File: src/rtl/wbc_pkg.sv
// Shared types for the write-back cache.
// Assumes nothing beyond IEEE 1800-2017 enums.
package wbc_pkg;
    typedef enum logic [2:0] {
        ST_IDLE,   // waiting for a request or flush
        ST_WBACK,  // draining a modified line to memory
        ST_FILL,   // fetching a block from memory
        ST_RESP,   // install tag, merge store, respond
        ST_FSCAN   // flush: walk the lines
    } seq_state_t;
endpackage

File: src/rtl/wbc_line_store.sv
// Line storage: valid, dirty, tag and data words per line.
// One word write port, one tag write port and set/clear strobes for the
// status bits. Callers never set and clear the same bit in one cycle.
module wbc_line_store #(
    parameter int LINES  = 2,
    parameter int WORDS  = 2,
    parameter int DATA_W = 8,
    parameter int TAG_W  = 4,
    parameter int IDX_W  = 1,
    parameter int OFF_W  = 1
) (
    input  logic                                     clk,
    input  logic                                     rst_n,
    input  logic                                     wr_en,
    input  logic [IDX_W-1:0]                         wr_line,
    input  logic [OFF_W-1:0]                         wr_off,
    input  logic [DATA_W-1:0]                        wr_data,
    input  logic                                     tag_we,
    input  logic [TAG_W-1:0]                         tag_in,
    input  logic [IDX_W-1:0]                         st_line,
    input  logic                                     v_set,
    input  logic                                     v_clr,
    input  logic                                     d_set,
    input  logic                                     d_clr,
    output logic [LINES-1:0]                         valid,
    output logic [LINES-1:0]                         dirty,
    output logic [LINES-1:0][TAG_W-1:0]              tags,
    output logic [LINES-1:0][WORDS-1:0][DATA_W-1:0]  words
);
    for (genvar i = 0; i < LINES; i++) begin : g_line
        logic sel_st;
        logic sel_wr;
        assign sel_st = (st_line == IDX_W'(i));
        assign sel_wr = (wr_line == IDX_W'(i));

        // Status bits of line i: set wins over clear.
        always_ff @(posedge clk) begin
            if (!rst_n) begin
                valid[i] <= 1'b0;
                dirty[i] <= 1'b0;
            end else if (sel_st) begin
                if (v_set)      valid[i] <= 1'b1;
                else if (v_clr) valid[i] <= 1'b0;
                if (d_set)      dirty[i] <= 1'b1;
                else if (d_clr) dirty[i] <= 1'b0;
            end
        end

        // Tag and data of line i.
        always_ff @(posedge clk) begin
            if (!rst_n) begin
                tags[i]  <= '0;
                words[i] <= '0;
            end else begin
                if (tag_we && sel_st) tags[i] <= tag_in;
                if (wr_en && sel_wr)  words[i][wr_off] <= wr_data;
            end
        end

        AST_DIRTY_NEEDS_VALID: assert property (@(posedge clk) disable iff (!rst_n)
            dirty[i] |-> valid[i]);
    end
endmodule

File: src/rtl/wbc_lru.sv
// Recency tracker: one age per line, 0 = most recent, LINES-1 = oldest.
// Assumes ages start as a permutation (reset gives line i age i).
module wbc_lru #(
    parameter int LINES = 2,
    parameter int IDX_W = 1
) (
    input  logic             clk,
    input  logic             rst_n,
    input  logic             touch,
    input  logic [IDX_W-1:0] touch_line,
    output logic [IDX_W-1:0] lru_line
);
    logic [LINES-1:0][IDX_W-1:0] age;
    logic [LINES-1:0]            is_old;
    logic [IDX_W-1:0]            touched_age;

    // Age of the line being used this cycle.
    always_comb begin
        touched_age = age[touch_line];
    end

    // Oldest-line decode.
    always_comb begin
        lru_line = '0;
        for (int i = 0; i < LINES; i++) begin
            is_old[i] = (age[i] == IDX_W'(LINES - 1));
            if (is_old[i]) lru_line = IDX_W'(i);
        end
    end

    // Age update: used line becomes youngest, younger ones move up.
    always_ff @(posedge clk) begin
        if (!rst_n) begin
            for (int i = 0; i < LINES; i++) age[i] <= IDX_W'(i);
        end else if (touch) begin
            for (int i = 0; i < LINES; i++) begin
                if (IDX_W'(i) == touch_line)  age[i] <= '0;
                else if (age[i] < touched_age) age[i] <= age[i] + 1'b1;
            end
        end
    end

    AST_ONE_OLDEST: assert property (@(posedge clk) disable iff (!rst_n)
        $onehot(is_old));
endmodule

File: src/rtl/wbc_lookup.sv
// Tag compare and victim choice. Purely combinational apart from the
// assertion clock. Victim is the lowest empty line, else the LRU line.
module wbc_lookup #(
    parameter int LINES = 2,
    parameter int TAG_W = 4,
    parameter int IDX_W = 1
) (
    input  logic                        clk,
    input  logic                        rst_n,
    input  logic [LINES-1:0]            valid,
    input  logic [LINES-1:0][TAG_W-1:0] tags,
    input  logic [TAG_W-1:0]            look_tag,
    input  logic [IDX_W-1:0]            lru_line,
    output logic                        hit,
    output logic [IDX_W-1:0]            hit_line,
    output logic [IDX_W-1:0]            victim_line
);
    logic [LINES-1:0] match;

    // Parallel compare against every line.
    always_comb begin
        hit_line    = '0;
        victim_line = lru_line;
        for (int i = LINES - 1; i >= 0; i--) begin
            match[i] = valid[i] && (tags[i] == look_tag);
            if (match[i])  hit_line    = IDX_W'(i);
            if (!valid[i]) victim_line = IDX_W'(i);
        end
        hit = |match;
    end

    AST_TAG_UNIQUE: assert property (@(posedge clk) disable iff (!rst_n)
        $onehot0(match));
endmodule

File: src/rtl/wb_assoc_cache.sv
// Fully associative write-back, write-allocate cache.
// Hits answer in one cycle. Misses run IDLE -> [WBACK] -> FILL -> RESP.
// A flush runs FSCAN/WBACK over all lines. Memory is word wide with a
// same-cycle read and a write taken at the clock edge.
// Assumes WORDS is a power of two, at least 2.
module wb_assoc_cache
    import wbc_pkg::*;
#(
    parameter int ADDR_W = 5,
    parameter int DATA_W = 8,
    parameter int LINES  = 2,
    parameter int WORDS  = 2,
    parameter int CNT_W  = 16
) (
    input  logic              clk,
    input  logic              rst_n,
    input  logic              cpu_req,
    input  logic              cpu_we,
    input  logic [ADDR_W-1:0] cpu_addr,
    input  logic [DATA_W-1:0] cpu_wdata,
    input  logic              flush_req,
    output logic              cpu_ready,
    output logic              resp_valid,
    output logic [DATA_W-1:0] resp_rdata,
    output logic              mem_rd,
    output logic              mem_we,
    output logic [ADDR_W-1:0] mem_addr,
    output logic [DATA_W-1:0] mem_wdata,
    input  logic [DATA_W-1:0] mem_rdata,
    output logic [CNT_W-1:0]  hit_count,
    output logic [CNT_W-1:0]  miss_count
);
    localparam int OFF_W  = $clog2(WORDS);
    localparam int TAG_W  = ADDR_W - OFF_W;
    localparam int IDX_W  = (LINES > 1) ? $clog2(LINES) : 1;
    localparam int FIDX_W = $clog2(LINES + 1);
    localparam logic [OFF_W-1:0] LAST_OFF = OFF_W'(WORDS - 1);

    seq_state_t state;

    logic [LINES-1:0]                        valid, dirty;
    logic [LINES-1:0][TAG_W-1:0]             tags;
    logic [LINES-1:0][WORDS-1:0][DATA_W-1:0] words;

    logic              look_hit;
    logic [IDX_W-1:0]  hit_line, victim_line, lru_line;
    logic [TAG_W-1:0]  cpu_tag;
    logic [OFF_W-1:0]  cpu_off;
    logic              accept;

    logic              req_we;
    logic [TAG_W-1:0]  req_tag;
    logic [OFF_W-1:0]  req_off;
    logic [DATA_W-1:0] req_wdata;
    logic [IDX_W-1:0]  tgt;
    logic [OFF_W-1:0]  wcnt;
    logic [FIDX_W-1:0] fidx;
    logic              flush_mode;

    logic              wr_en, tag_we, v_set, v_clr, d_set, d_clr, lru_touch;
    logic [IDX_W-1:0]  wr_line, st_line, lru_tline;
    logic [OFF_W-1:0]  wr_off;
    logic [DATA_W-1:0] wr_data;

    assign cpu_tag   = cpu_addr[ADDR_W-1:OFF_W];
    assign cpu_off   = cpu_addr[OFF_W-1:0];
    assign cpu_ready = (state == ST_IDLE) && !flush_req;
    assign accept    = cpu_ready && cpu_req;

    wbc_line_store #(.LINES(LINES), .WORDS(WORDS), .DATA_W(DATA_W),
                     .TAG_W(TAG_W), .IDX_W(IDX_W), .OFF_W(OFF_W)) u_store (
        .clk(clk), .rst_n(rst_n),
        .wr_en(wr_en), .wr_line(wr_line), .wr_off(wr_off), .wr_data(wr_data),
        .tag_we(tag_we), .tag_in(req_tag), .st_line(st_line),
        .v_set(v_set), .v_clr(v_clr), .d_set(d_set), .d_clr(d_clr),
        .valid(valid), .dirty(dirty), .tags(tags), .words(words)
    );

    wbc_lookup #(.LINES(LINES), .TAG_W(TAG_W), .IDX_W(IDX_W)) u_lookup (
        .clk(clk), .rst_n(rst_n), .valid(valid), .tags(tags),
        .look_tag(cpu_tag), .lru_line(lru_line),
        .hit(look_hit), .hit_line(hit_line), .victim_line(victim_line)
    );

    wbc_lru #(.LINES(LINES), .IDX_W(IDX_W)) u_lru (
        .clk(clk), .rst_n(rst_n), .touch(lru_touch),
        .touch_line(lru_tline), .lru_line(lru_line)
    );

    // Per-state strobes to storage, recency tracker and memory.
    always_comb begin
        wr_en = 1'b0;  wr_line = '0;  wr_off = '0;  wr_data = '0;
        tag_we = 1'b0; st_line = '0;
        v_set = 1'b0;  v_clr = 1'b0;  d_set = 1'b0; d_clr = 1'b0;
        lru_touch = 1'b0; lru_tline = '0;
        mem_rd = 1'b0; mem_we = 1'b0; mem_addr = '0; mem_wdata = '0;
        case (state)
            ST_IDLE: begin
                if (accept && look_hit) begin
                    lru_touch = 1'b1;
                    lru_tline = hit_line;
                    if (cpu_we) begin
                        wr_en   = 1'b1;
                        wr_line = hit_line;
                        wr_off  = cpu_off;
                        wr_data = cpu_wdata;
                        st_line = hit_line;
                        d_set   = 1'b1;
                    end
                end else if (accept && !(valid[victim_line] && dirty[victim_line])) begin
                    st_line = victim_line;
                    v_clr   = 1'b1;
                end
            end
            ST_WBACK: begin
                mem_we    = 1'b1;
                mem_addr  = {tags[tgt], wcnt};
                mem_wdata = words[tgt][wcnt];
                if (wcnt == LAST_OFF) begin
                    st_line = tgt;
                    d_clr   = 1'b1;
                    v_clr   = !flush_mode;
                end
            end
            ST_FILL: begin
                mem_rd   = 1'b1;
                mem_addr = {req_tag, wcnt};
                wr_en    = 1'b1;
                wr_line  = tgt;
                wr_off   = wcnt;
                wr_data  = mem_rdata;
            end
            ST_RESP: begin
                st_line   = tgt;
                v_set     = 1'b1;
                tag_we    = 1'b1;
                lru_touch = 1'b1;
                lru_tline = tgt;
                if (req_we) begin
                    wr_en   = 1'b1;
                    wr_line = tgt;
                    wr_off  = req_off;
                    wr_data = req_wdata;
                    d_set   = 1'b1;
                end
            end
            default: ;
        endcase
    end

    // Sequencer state, request capture, response and counters.
    always_ff @(posedge clk) begin
        if (!rst_n) begin
            state      <= ST_IDLE;
            resp_valid <= 1'b0;
            resp_rdata <= '0;
            hit_count  <= '0;
            miss_count <= '0;
            req_we     <= 1'b0;
            req_tag    <= '0;
            req_off    <= '0;
            req_wdata  <= '0;
            tgt        <= '0;
            wcnt       <= '0;
            fidx       <= '0;
            flush_mode <= 1'b0;
        end else begin
            resp_valid <= 1'b0;
            case (state)
                ST_IDLE: begin
                    if (flush_req) begin
                        flush_mode <= 1'b1;
                        fidx       <= '0;
                        state      <= ST_FSCAN;
                    end else if (cpu_req && look_hit) begin
                        hit_count  <= hit_count + 1'b1;
                        resp_valid <= 1'b1;
                        resp_rdata <= cpu_we ? cpu_wdata : words[hit_line][cpu_off];
                    end else if (cpu_req) begin
                        miss_count <= miss_count + 1'b1;
                        req_we     <= cpu_we;
                        req_tag    <= cpu_tag;
                        req_off    <= cpu_off;
                        req_wdata  <= cpu_wdata;
                        tgt        <= victim_line;
                        wcnt       <= '0;
                        state      <= (valid[victim_line] && dirty[victim_line])
                                      ? ST_WBACK : ST_FILL;
                    end
                end
                ST_WBACK: begin
                    wcnt <= wcnt + 1'b1;
                    if (wcnt == LAST_OFF) begin
                        wcnt <= '0;
                        if (flush_mode) begin
                            fidx  <= fidx + 1'b1;
                            state <= ST_FSCAN;
                        end else begin
                            state <= ST_FILL;
                        end
                    end
                end
                ST_FILL: begin
                    wcnt <= wcnt + 1'b1;
                    if (wcnt == LAST_OFF) state <= ST_RESP;
                end
                ST_RESP: begin
                    resp_valid <= 1'b1;
                    resp_rdata <= req_we ? req_wdata : words[tgt][req_off];
                    state      <= ST_IDLE;
                end
                ST_FSCAN: begin
                    if (fidx == FIDX_W'(LINES)) begin
                        flush_mode <= 1'b0;
                        state      <= ST_IDLE;
                    end else if (valid[fidx[IDX_W-1:0]] && dirty[fidx[IDX_W-1:0]]) begin
                        tgt   <= fidx[IDX_W-1:0];
                        wcnt  <= '0;
                        state <= ST_WBACK;
                    end else begin
                        fidx <= fidx + 1'b1;
                    end
                end
                default: state <= ST_IDLE;
            endcase
        end
    end

    AST_RW_EXCL: assert property (@(posedge clk) disable iff (!rst_n)
        !(mem_we && mem_rd));
    AST_WB_BURST: assert property (@(posedge clk) disable iff (!rst_n)
        $rose(mem_we) |=> mem_we);
    AST_WB_BEFORE_FILL: assert property (@(posedge clk) disable iff (!rst_n)
        ($fell(mem_we) && !flush_mode) |-> mem_rd);
    AST_FILL_BURST: assert property (@(posedge clk) disable iff (!rst_n)
        $rose(mem_rd) |=> mem_rd);
    AST_FILL_TO_RESP: assert property (@(posedge clk) disable iff (!rst_n)
        $fell(mem_rd) |=> resp_valid);
    AST_FLUSH_STALL: assert property (@(posedge clk) disable iff (!rst_n)
        flush_mode |-> !cpu_ready);
endmodule

File: config.mk
export PLATFORM = sky130hd
export DESIGN_NAME = wb_assoc_cache
export DESIGN_NICKNAME = d
export VERILOG_FILES = /design/src/rtl/wbc_pkg.sv /design/src/rtl/wbc_line_store.sv /design/src/rtl/wbc_lru.sv /design/src/rtl/wbc_lookup.sv /design/src/rtl/wb_assoc_cache.sv
export SDC_FILE = /design/constraint.sdc
export NUM_CORES = 1
export LEC_CHECK = 0
export BUFFER_PORTS_ARGS = -buffer_cell sky130_fd_sc_hd__buf_2
export CAP_MARGIN = 5
export CORE_MARGIN = 5
export CORE_UTILIZATION = 40
export DETAILED_ROUTE_END_ITERATION = 7
export SYNTH_ARGS = -nofsm -noshare
export SYNTH_HDL_FRONTEND = slang
export SYNTH_SLANG_ARGS = --single-unit
File: constraint.sdc
create_clock -name clk -period 1.9 [get_ports clk]
set_input_delay 0.19 -clock clk [delete_from_list [all_inputs] [get_ports clk]]
set_output_delay 0.19 -clock clk [all_outputs]
set_load 0.05 [all_outputs]
==> impl_metrics.csv, run 1 <==
group,metric,value,unit
status,outcome,"complete, but fails checks",
status,violations,"negative setup slack",
setup_path,reg2reg_depth,7,
setup_path,start_kind,"flip-flop",
route,vias,5852,
pwr,ir_drop,0.562,mV
synthesis,syn_area,5880,sq um
clock_network,clock_path_buffers,2,
placement,gp_congestion,0.881,
pwr,leakagePower,0.00317,uW
sta,finalSetupViolCount,31,
route,first_iter_violations,491,
sta,slew_headroom,54.3,%
sta,min_period,2.02,ns
clock_network,cts_hold_buffers,0,
route,vias_per_cell,5.78,
synthesis,yosysWarnings,0,
global_routing,grt_first_pass_wirelength,29900,um
clock_network,clk_latency,0.36,ns
global_routing,track_usage,21.1,%
setup_path,critPathKind,"flip-flop to flip-flop",
finish,fin_nets,853,
clock_network,clock_sink_count,109,
global_routing,grt_max_degree,71,
global_routing,antenna_found_initial,0,
setup_path,cp.required,2.13,ns
sta,layout_setup_ws,-0.116,ns
sta,skew,0.00543,ns
route,wl_per_cell,19.0,um
floorplanning,ioPinCount,83,
route,finalWirelength,19300,um
sta,finalMaxSlewViolations,0,
global_routing,grt_pass1_vias,5752,
finish,diodes,0,
synthesis,synth_ff_type,"dfxtp_1",
floorplanning,rows,44,
run,cap_violations,0,
sta,final_hold_viol_count,0,
clock_network,cts.clk_slew.worst_paths,0.08,ns
synthesis,ys_seq_area_share,37.1,%
clock_network,root_buffer,"clkbuf_16",
clock_network,cts_tree,"done",
sta,rsz0062_at_grt,"true",
worst_hold_path,hold_path_depth,3,
finish,final.fill_count,1269,
worst_hold_path,min_from,"cpu_wdata[0]",
setup_path,crit_fanout,5,
global_routing,overflow,0,
setup_path,r2r-start,"u_store.tags[3]$_SDFFE_PN0P_",
pwr,power.total,6600,uW
synthesis,syn_nets,690,
sta,tightest_slew,0.686,ns
route,firstDrtPassIters,5,
synthesis,synth-seq-cells,109,
setup_path,rrSetupSlack,-0.12,ns
finish,seq_area,2200,sq um
setup_path,worstSetupEndpointType,"flip-flop",
finish,layout-drive-gt1-share,40.7,%
finish,multi_input_area,4090,sq um
synthesis,synthArstFlopShare,0,%
worst_hold_path,hold_end,"req_wdata[0]$_SDFFE_PN0P_",
sta,finalCritPeriodShare,106,%
setup_path,worstReg2RegEnd,"resp_rdata[0]$_SDFFE_PN0P_",
floorplanning,start_util,40.6,%
route,drc,0,
synthesis,postSynthAreaPerCell,8.89,sq um
floorplanning,dieHeight,131,um
floorplanning,die_width,131,um
sta,fmax,0.496,GHz
clock_network,cts_htree_levels,3,
worst_hold_path,hold_class,"primary input to flip-flop",
floorplanning,fp.coreArea,14500,sq um
synthesis,synth-edff-count,0,
pwr,power_density,788,nW/um^2
clock_network,numCtsBuffers,9,
finish,area_delta_synth_final,42.5,%
synthesis,synthCells,661,
synthesis,synth.distinct_cells,67,
placement,dpl.hpwl,13000,um
route,ant_nets,0,
placement,io_buffers,82,
setup_path,timing.critical_path.arrival,2.24,ns
floorplanning,die-area,17200,sq um
placement,post-place-ws,-0.363,ns
## layer usage
layer	GRT usage, %	part of all wire [%]	vias to the layer above
li1	-	-	2738
met5	0	0	-
met3	3.25	5.0	34
met2	33.6	49	183
met4	10.0	2.6	0
met1	28.2	44	2897
## per-stage QoR
step | setup TNS, ns | cells | hold slack, ns | instance area [sq um] | util, %
5_1_grt | -5.54 | 1013 | 0.107 | 8380 | 57.9
2_1_floorplan | -19.18 | 661 | 0.326 | 6040 | -
4_1_cts | -1.40 | 1007 | 0.0813 | 7990 | 55.2
3_5_place_dp | -9.40 | 976 | 0.464 | 7250 | 50.1
6_report | -1.57 | 1013 | 0.110 | 8380 | 57.9
3_3_place_gp | -8.17 | 976 | 0.451 | 7250 | 50.1
## synthesized netlist by cell type, types with 4 or more instances
| cell type | number | share of area (%) |
|---|---|---|
| mux2i_1 | 53 | 9.0 |
| or3_1 | 11 | 1.2 |
| a31oi_1 | 11 | 1.2 |
| nand2_1 | 104 | 6.6 |
| nand2b_1 | 6 | 0.64 |
| and3_1 | 13 | 1.4 |
| nor3_1 | 4 | 0.34 |
| dfxtp_1 | 109 | 37 |
| buf_2 | 5 | 0.43 |
| a21oi_1 | 45 | 3.8 |
| xnor2_1 | 15 | 2.2 |
| nand4_1 | 8 | 0.85 |
| xor2_1 | 11 | 1.6 |
| o21ai_0 | 28 | 2.4 |
| a22oi_1 | 9 | 1.1 |
| and2_1 | 16 | 1.7 |
| clkbuf_1 | 28 | 1.8 |
| o31ai_1 | 5 | 0.64 |
| inv_1 | 8 | 0.51 |
| nor2_1 | 53 | 3.4 |
| mux4_2 | 24 | 9.2 |
| nand3_1 | 15 | 1.3 |
| o22ai_1 | 8 | 0.85 |
| a211oi_1 | 8 | 1.0 |
| nor4_1 | 6 | 0.64 |
## power breakdown
part | internal (uW) | switching [uW] | total (uW)
Combinational | 986 | 1290 | 2280
Sequential | 2400 | 118 | 2510
Clock | 893 | 918 | 1810
Total | 4270 | 2330 | 6600
## cell families (layout without fill, tap and decap cells)
kind of cell | after synthesis | in the layout | share of synthesized area (%)
compound gates | 141 | 142 | 15.7
buf+inv | 47 | 214 | 3.11
fa+ha+maj | 3 | 3 | 0.639
flops | 109 | 109 | 37.1
xor+xnor | 26 | 26 | 3.87
mux | 77 | 77 | 18.2
simple gates | 258 | 258 | 21.4
## state kept, by name (all words and copies together), names as in the netlist, 2 cells and up
| signal | flops |
|---|---|
| miss_count | 16 |
| resp_rdata | 8 |
| state | 3 |
| u_store.valid | 2 |
| hit_count | 16 |
| req_wdata | 8 |
| req_tag | 4 |
| u_lru.age | 2 |
| fidx | 2 |
| u_store.tags | 8 |
| u_store.dirty | 2 |
| u_store.words | 32 |
## layout by cell type, fill, tap and decap left out, types with 4 or more instances in the layout
cell type   synthesis  layout
a211oi_2            0       8
a21oi_1            45      40
a21oi_2             1       4
a21oi_4             2       4
a22oi_1             9       9
a31oi_1            11       4
a31oi_4             0       7
and2_1             16      14
and3_1             13       4
and3_4              0       9
buf_12              0      12
buf_2               5      69
buf_4               0      81
buf_6               0      15
buf_8               0       8
clkbuf_16           0      11
clkinvlp_4          0       4
dfxtp_1           109      93
dfxtp_2             0      15
inv_1               8       7
mux2i_1            53      53
mux4_2             24      24
nand2_1           104     100
nand2_2             1       4
nand2b_1            6       5
nand3_1            15      14
nand4_1             8       8
nor2_1             53      47
nor2_4              0       5
nor4_4              1       5
o21ai_0            28      19
o21ai_2             1       5
o22ai_1             8       8
o31ai_1             5       4
or3_1              11       9
xnor2_1            15      11
xor2_1             11       7
xor2_2              0       4
## repair_timing
item	4_1_cts	5_1_grt
gates resized for setup	79	60
pin swaps	23	37
setup endpoints to repair	67	94
buffers inserted	14	11
cloned	1	2
## layout make-up
class / instances / share of cell area (%)
clock buffers: 9 / 2.69
repair buffers: 187 / 18.3
inverters: 11 / 0.537
clock inverters: 7 / 0.597
multi-input cells: 506 / 48.8
flip-flops and latches: 109 / 26.3
well taps: 184 / 2.75
## worst max path at each step
stage	slack [ns]	to	start	depth (start not counted)
2_1_floorplan	-0.35	u_store.words[0]$_SDFFE_PN0P_	state[2]$_SDFFE_PN0P_	5
3_3_place_gp	-0.34	resp_rdata[7]$_SDFFE_PN0P_	cpu_addr[3]	7
3_5_place_dp	-0.36	resp_rdata[0]$_SDFFE_PN0P_	cpu_addr[3]	7
4_1_cts	-0.10	resp_rdata[2]$_SDFFE_PN0P_	u_store.tags[2]$_SDFFE_PN0P_	6
5_1_grt	-0.21	hit_count[11]$_SDFFE_PN0P_	u_store.tags[7]$_SDFFE_PN0P_	8
6_report	-0.12	resp_rdata[0]$_SDFFE_PN0P_	u_store.tags[3]$_SDFFE_PN0P_	7
## critical path, stage by stage (launching register included)
cell	delay (ns)
dfxtp_2	0.34
xnor2_2	0.22
nand3_4	0.15
o211ai_4	0.21
buf_12	0.15
mux4_2	0.50
a211oi_2	0.20
o22ai_1	0.10
No activity file was read; power rests on OpenSTA's default activity.
==> inputs of run 2 (changes only) <==
--- a/config.mk
+++ b/config.mk
@@ -5,6 +5,7 @@
 export SDC_FILE = /design/constraint.sdc
 export NUM_CORES = 1
 export LEC_CHECK = 0
+export ABC_AREA = 1
 export BUFFER_PORTS_ARGS = -buffer_cell sky130_fd_sc_hd__buf_2
 export CAP_MARGIN = 5
 export CORE_MARGIN = 5
==> run 2 against run 1 <==
  * The flow still finishes with violations (negative setup slack)
  * Via count grew 10%
  * Maximum frequency grew 3.6%
  * Utilization shrank 2.9 points
  * Clock power grew 5%
  * Non-clock buffer count shrank 24
  * Power grew 16%
  * Hold slack lost 0.026 ns
  * Highest routed layer is now met5
  * Sequential share of layout area grew 1.0 points
  * Cell count grew 23%
  * Largest power group is now combinational cells
  * Clock skew grew 0.00085 ns
==> impl_metrics.csv, run 2 <==
group,metric,value,unit
pwr,power_density,954,nW/um^2
synthesis,synth_top_area_share,36.4,%
placement,post-place-cells,1206,
clock_network,clock_path_buffers,2,
synthesis,synth_ff_type,"dfxtp_1",
clock_network,clk_latency,0.36,ns
setup_path,worstSetupEndpointType,"flip-flop",
synthesis,yosysTopAreaCell,"dfxtp_1",
synthesis,syn_nets,951,
synthesis,synthArstFlopShare,0,%
setup_path,cp_slowest_cell,"dfxtp_2",
route,ant_nets,0,
clock_network,cts_hold_buffers,0,
floorplanning,rows,44,
setup_path,cp.required,2.11,ns
global_routing,grt_max_degree,63,
status,outcome,"complete, but fails checks",
finish,reg_top3,"u_store.words: 32 flops, hit_count: 16 flops, miss_count: 16 flops",
synthesis,synthCells,922,
synthesis,synth-edff-count,0,
clock_network,root_buffer,"clkbuf_16",
pwr,power.total,7680,uW
placement,dpl.hpwl,13700,um
global_routing,overflow,0,
floorplanning,die-area,17500,sq um
finish,final_cell_mix,"nand2_1 (191), inv_1 (103), dfxtp_1 (100), a21oi_1 (95)",
floorplanning,start_util,40.9,%
finish,layout-drive-gt1-share,26.8,%
sta,finalCritPeriodShare,102,%
finish,layout.cells.most_common,"nand2_1",
synthesis,postSynthAreaPerCell,6.50,sq um
finish,final.fill_count,1447,
route,first_iter_violations,500,
floorplanning,dieHeight,132,um
setup_path,timing.critical_path.arrival,2.16,ns
setup_path,path_cells,"inv_2 > nand2_1 > nand2_1 > nor2_2 > nand4_1 > nand2_8 > nand3b_1 > nand2_4 > inv_4 > buf_4 > nand3_1 > a21oi_1",
pwr,ir_drop,0.442,mV
pwr,leakagePower,0.00351,uW
sta,finalSetupViolCount,15,
finish,fin_nets,1091,
sta,final_hold_viol_count,0,
clock_network,clock_sink_count,109,
placement,io_buffers,82,
setup_path,crit_buf_inv,3,
sta,slew_headroom,58.3,%
status,violations,"negative setup slack",
clock_network,cts_htree_levels,3,
route,vias,6451,
synthesis,ys_top_cells_by_area,"dfxtp_1 (36%), nand2_1 (13%), a21oi_1 (8.4%)",
run,cap_violations,0,
sta,rsz0062_at_grt,"true",
route,firstDrtPassIters,6,
clock_network,cts.clk_slew.worst_paths,0.07,ns
synthesis,yosysWarnings,0,
placement,post-place-ws,-0.0113,ns
sta,layout_setup_ws,-0.0457,ns
setup_path,crit_top_cell,"nand2_1",
sta,min_period,1.95,ns
floorplanning,fp.coreArea,14600,sq um
finish,final_core_util,55.0,%
setup_path,path_delay_family,"simple AND/OR/NAND/NOR gates",
sta,tightest_slew,0.625,ns
setup_path,critPathKind,"flip-flop to flip-flop",
synthesis,synth.distinct_cells,44,
synthesis,ys_seq_area_share,36.4,%
synthesis,syn_area,6000,sq um
global_routing,track_usage,21.1,%
floorplanning,die_width,132,um
sta,finalMaxSlewViolations,0,
finish,largest_reg_flops,32,
setup_path,start_kind,"flip-flop",
synthesis,post-synth-top-count-cell,"nand2_1",
sta,skew,0.00628,ns
clock_network,numCtsBuffers,9,
finish,max_flop_register,"u_store.words",
floorplanning,ioPinCount,83,
synthesis,synth-seq-cells,109,
setup_path,crit_path_max_incr_delay,0.36,ns
finish,area_delta_synth_final,34.3,%
global_routing,antenna_found_initial,1,
worst_hold_path,hold_class,"primary input to flip-flop",
placement,gp_congestion,0.910,
sta,fmax,0.514,GHz
route,drc,0,
synthesis,netlist_top_cells_count,"nand2_1 (200), inv_1 (110), dfxtp_1 (109)",
route,finalWirelength,19600,um
finish,instances_no_fill,1251,
clock_network,cts_tree,"done",
global_routing,grt_first_pass_wirelength,30300,um
finish,diodes,0,
global_routing,grt_pass1_vias,5931,
route,wl_per_cell,15.7,um
route,vias_per_cell,5.16,
setup_path,crit_fanout,7,
run 2: worst paths after layout:
check                                                  start                       endpoint  cells after the start  slack (ns)
worst min register to register     req_wdata[1]$_SDFFE_PN0P_      req_wdata[1]$_SDFFE_PN0P_                      2        0.46
worst max-delay path            u_store.tags[4]$_SDFFE_PN0P_  u_store.words[6]$_SDFFE_PN0P_                     12       -0.05
worst min-delay path                            cpu_wdata[7]      req_wdata[7]$_SDFFE_PN0P_                      3        0.08
worst max register to register  u_store.tags[4]$_SDFFE_PN0P_  u_store.words[6]$_SDFFE_PN0P_                     12       -0.05
run 2: cell families after synthesis:
logic type                 after synthesis  share of synthesized area (%)
xor gates and xnor gates                 7                           1.02
DFF                                    109                           36.4
and+or+nand+nor                        427                           32.0
adders and majority gates                3                          0.626
buffers and inverters                  159                           10.7
AOI/OAI and AO/OA                      217                           19.2
run 2: where the power goes:
| part | leakage, uW | switching (uW) | total [uW] | internal (uW) |
|---|---|---|---|---|
| combinational | 0.00249 | 1960 | 3110 | 1150 |
| sequential | 0.000886 | 169 | 2680 | 2510 |
| clock | 0.000139 | 920 | 1900 | 977 |
run 2: layout make-up:
type,count,area [sq um],area share [%]
Clock buffer,11,253,3.14
Tap cell,184,230,2.86
Sequential cell,109,2200,27.3
Timing Repair Buffer,163,1270,15.8
Inverter,123,492,6.11
Timing Repair inverter,1,7.51,0.0932
Clock inverter,5,41.3,0.513
Multi-Input combinational cell,655,3560,44.2
run 2: worst reg2reg max path, delay by kind of cell (launching register included):
| kind | cells | cell delay [ns] |
|---|---|---|
| AOI/OAI and AO/OA | 1 | 0.07 |
| and+or+nand+nor | 8 | 1.09 |
| buffers and inverters | 3 | 0.28 |
| DFF | 1 | 0.36 |
run 2: per-stage QoR:
| stage | TNS (ns) | hold WS (ns) | cell area, sq um |
|---|---|---|---|
| 4_1_cts | 0 | 0.0751 | 7440 |
| 3_3_place_gp | 0 | 0.444 | 7000 |
| 5_1_grt | -6.11 | 0.104 | 8050 |
| 2_1_floorplan | -0.0180 | 0.325 | 6110 |
| 3_5_place_dp | -0.0113 | 0.450 | 7000 |
| 6_report | -0.286 | 0.0841 | 8050 |
run 2: routing by layer:
metal,vias up,GRT usage (%),part of all wire [%]
met4,2,8.60,2.5
met1,2938,28.1,45
met5,-,0,0.066
li1,3313,-,-
met3,32,4.37,5.6
met2,166,33.6,47
run 2: timing repair:
item / CTS / global route
gates resized for setup: 42 / 99
gates cloned: 0 / 4
pin swaps: 2 / 22
setup buffers: 2 / 23
endpoints found under the hold margin: 0 / 0
setup endpoints to repair: 21 / 89
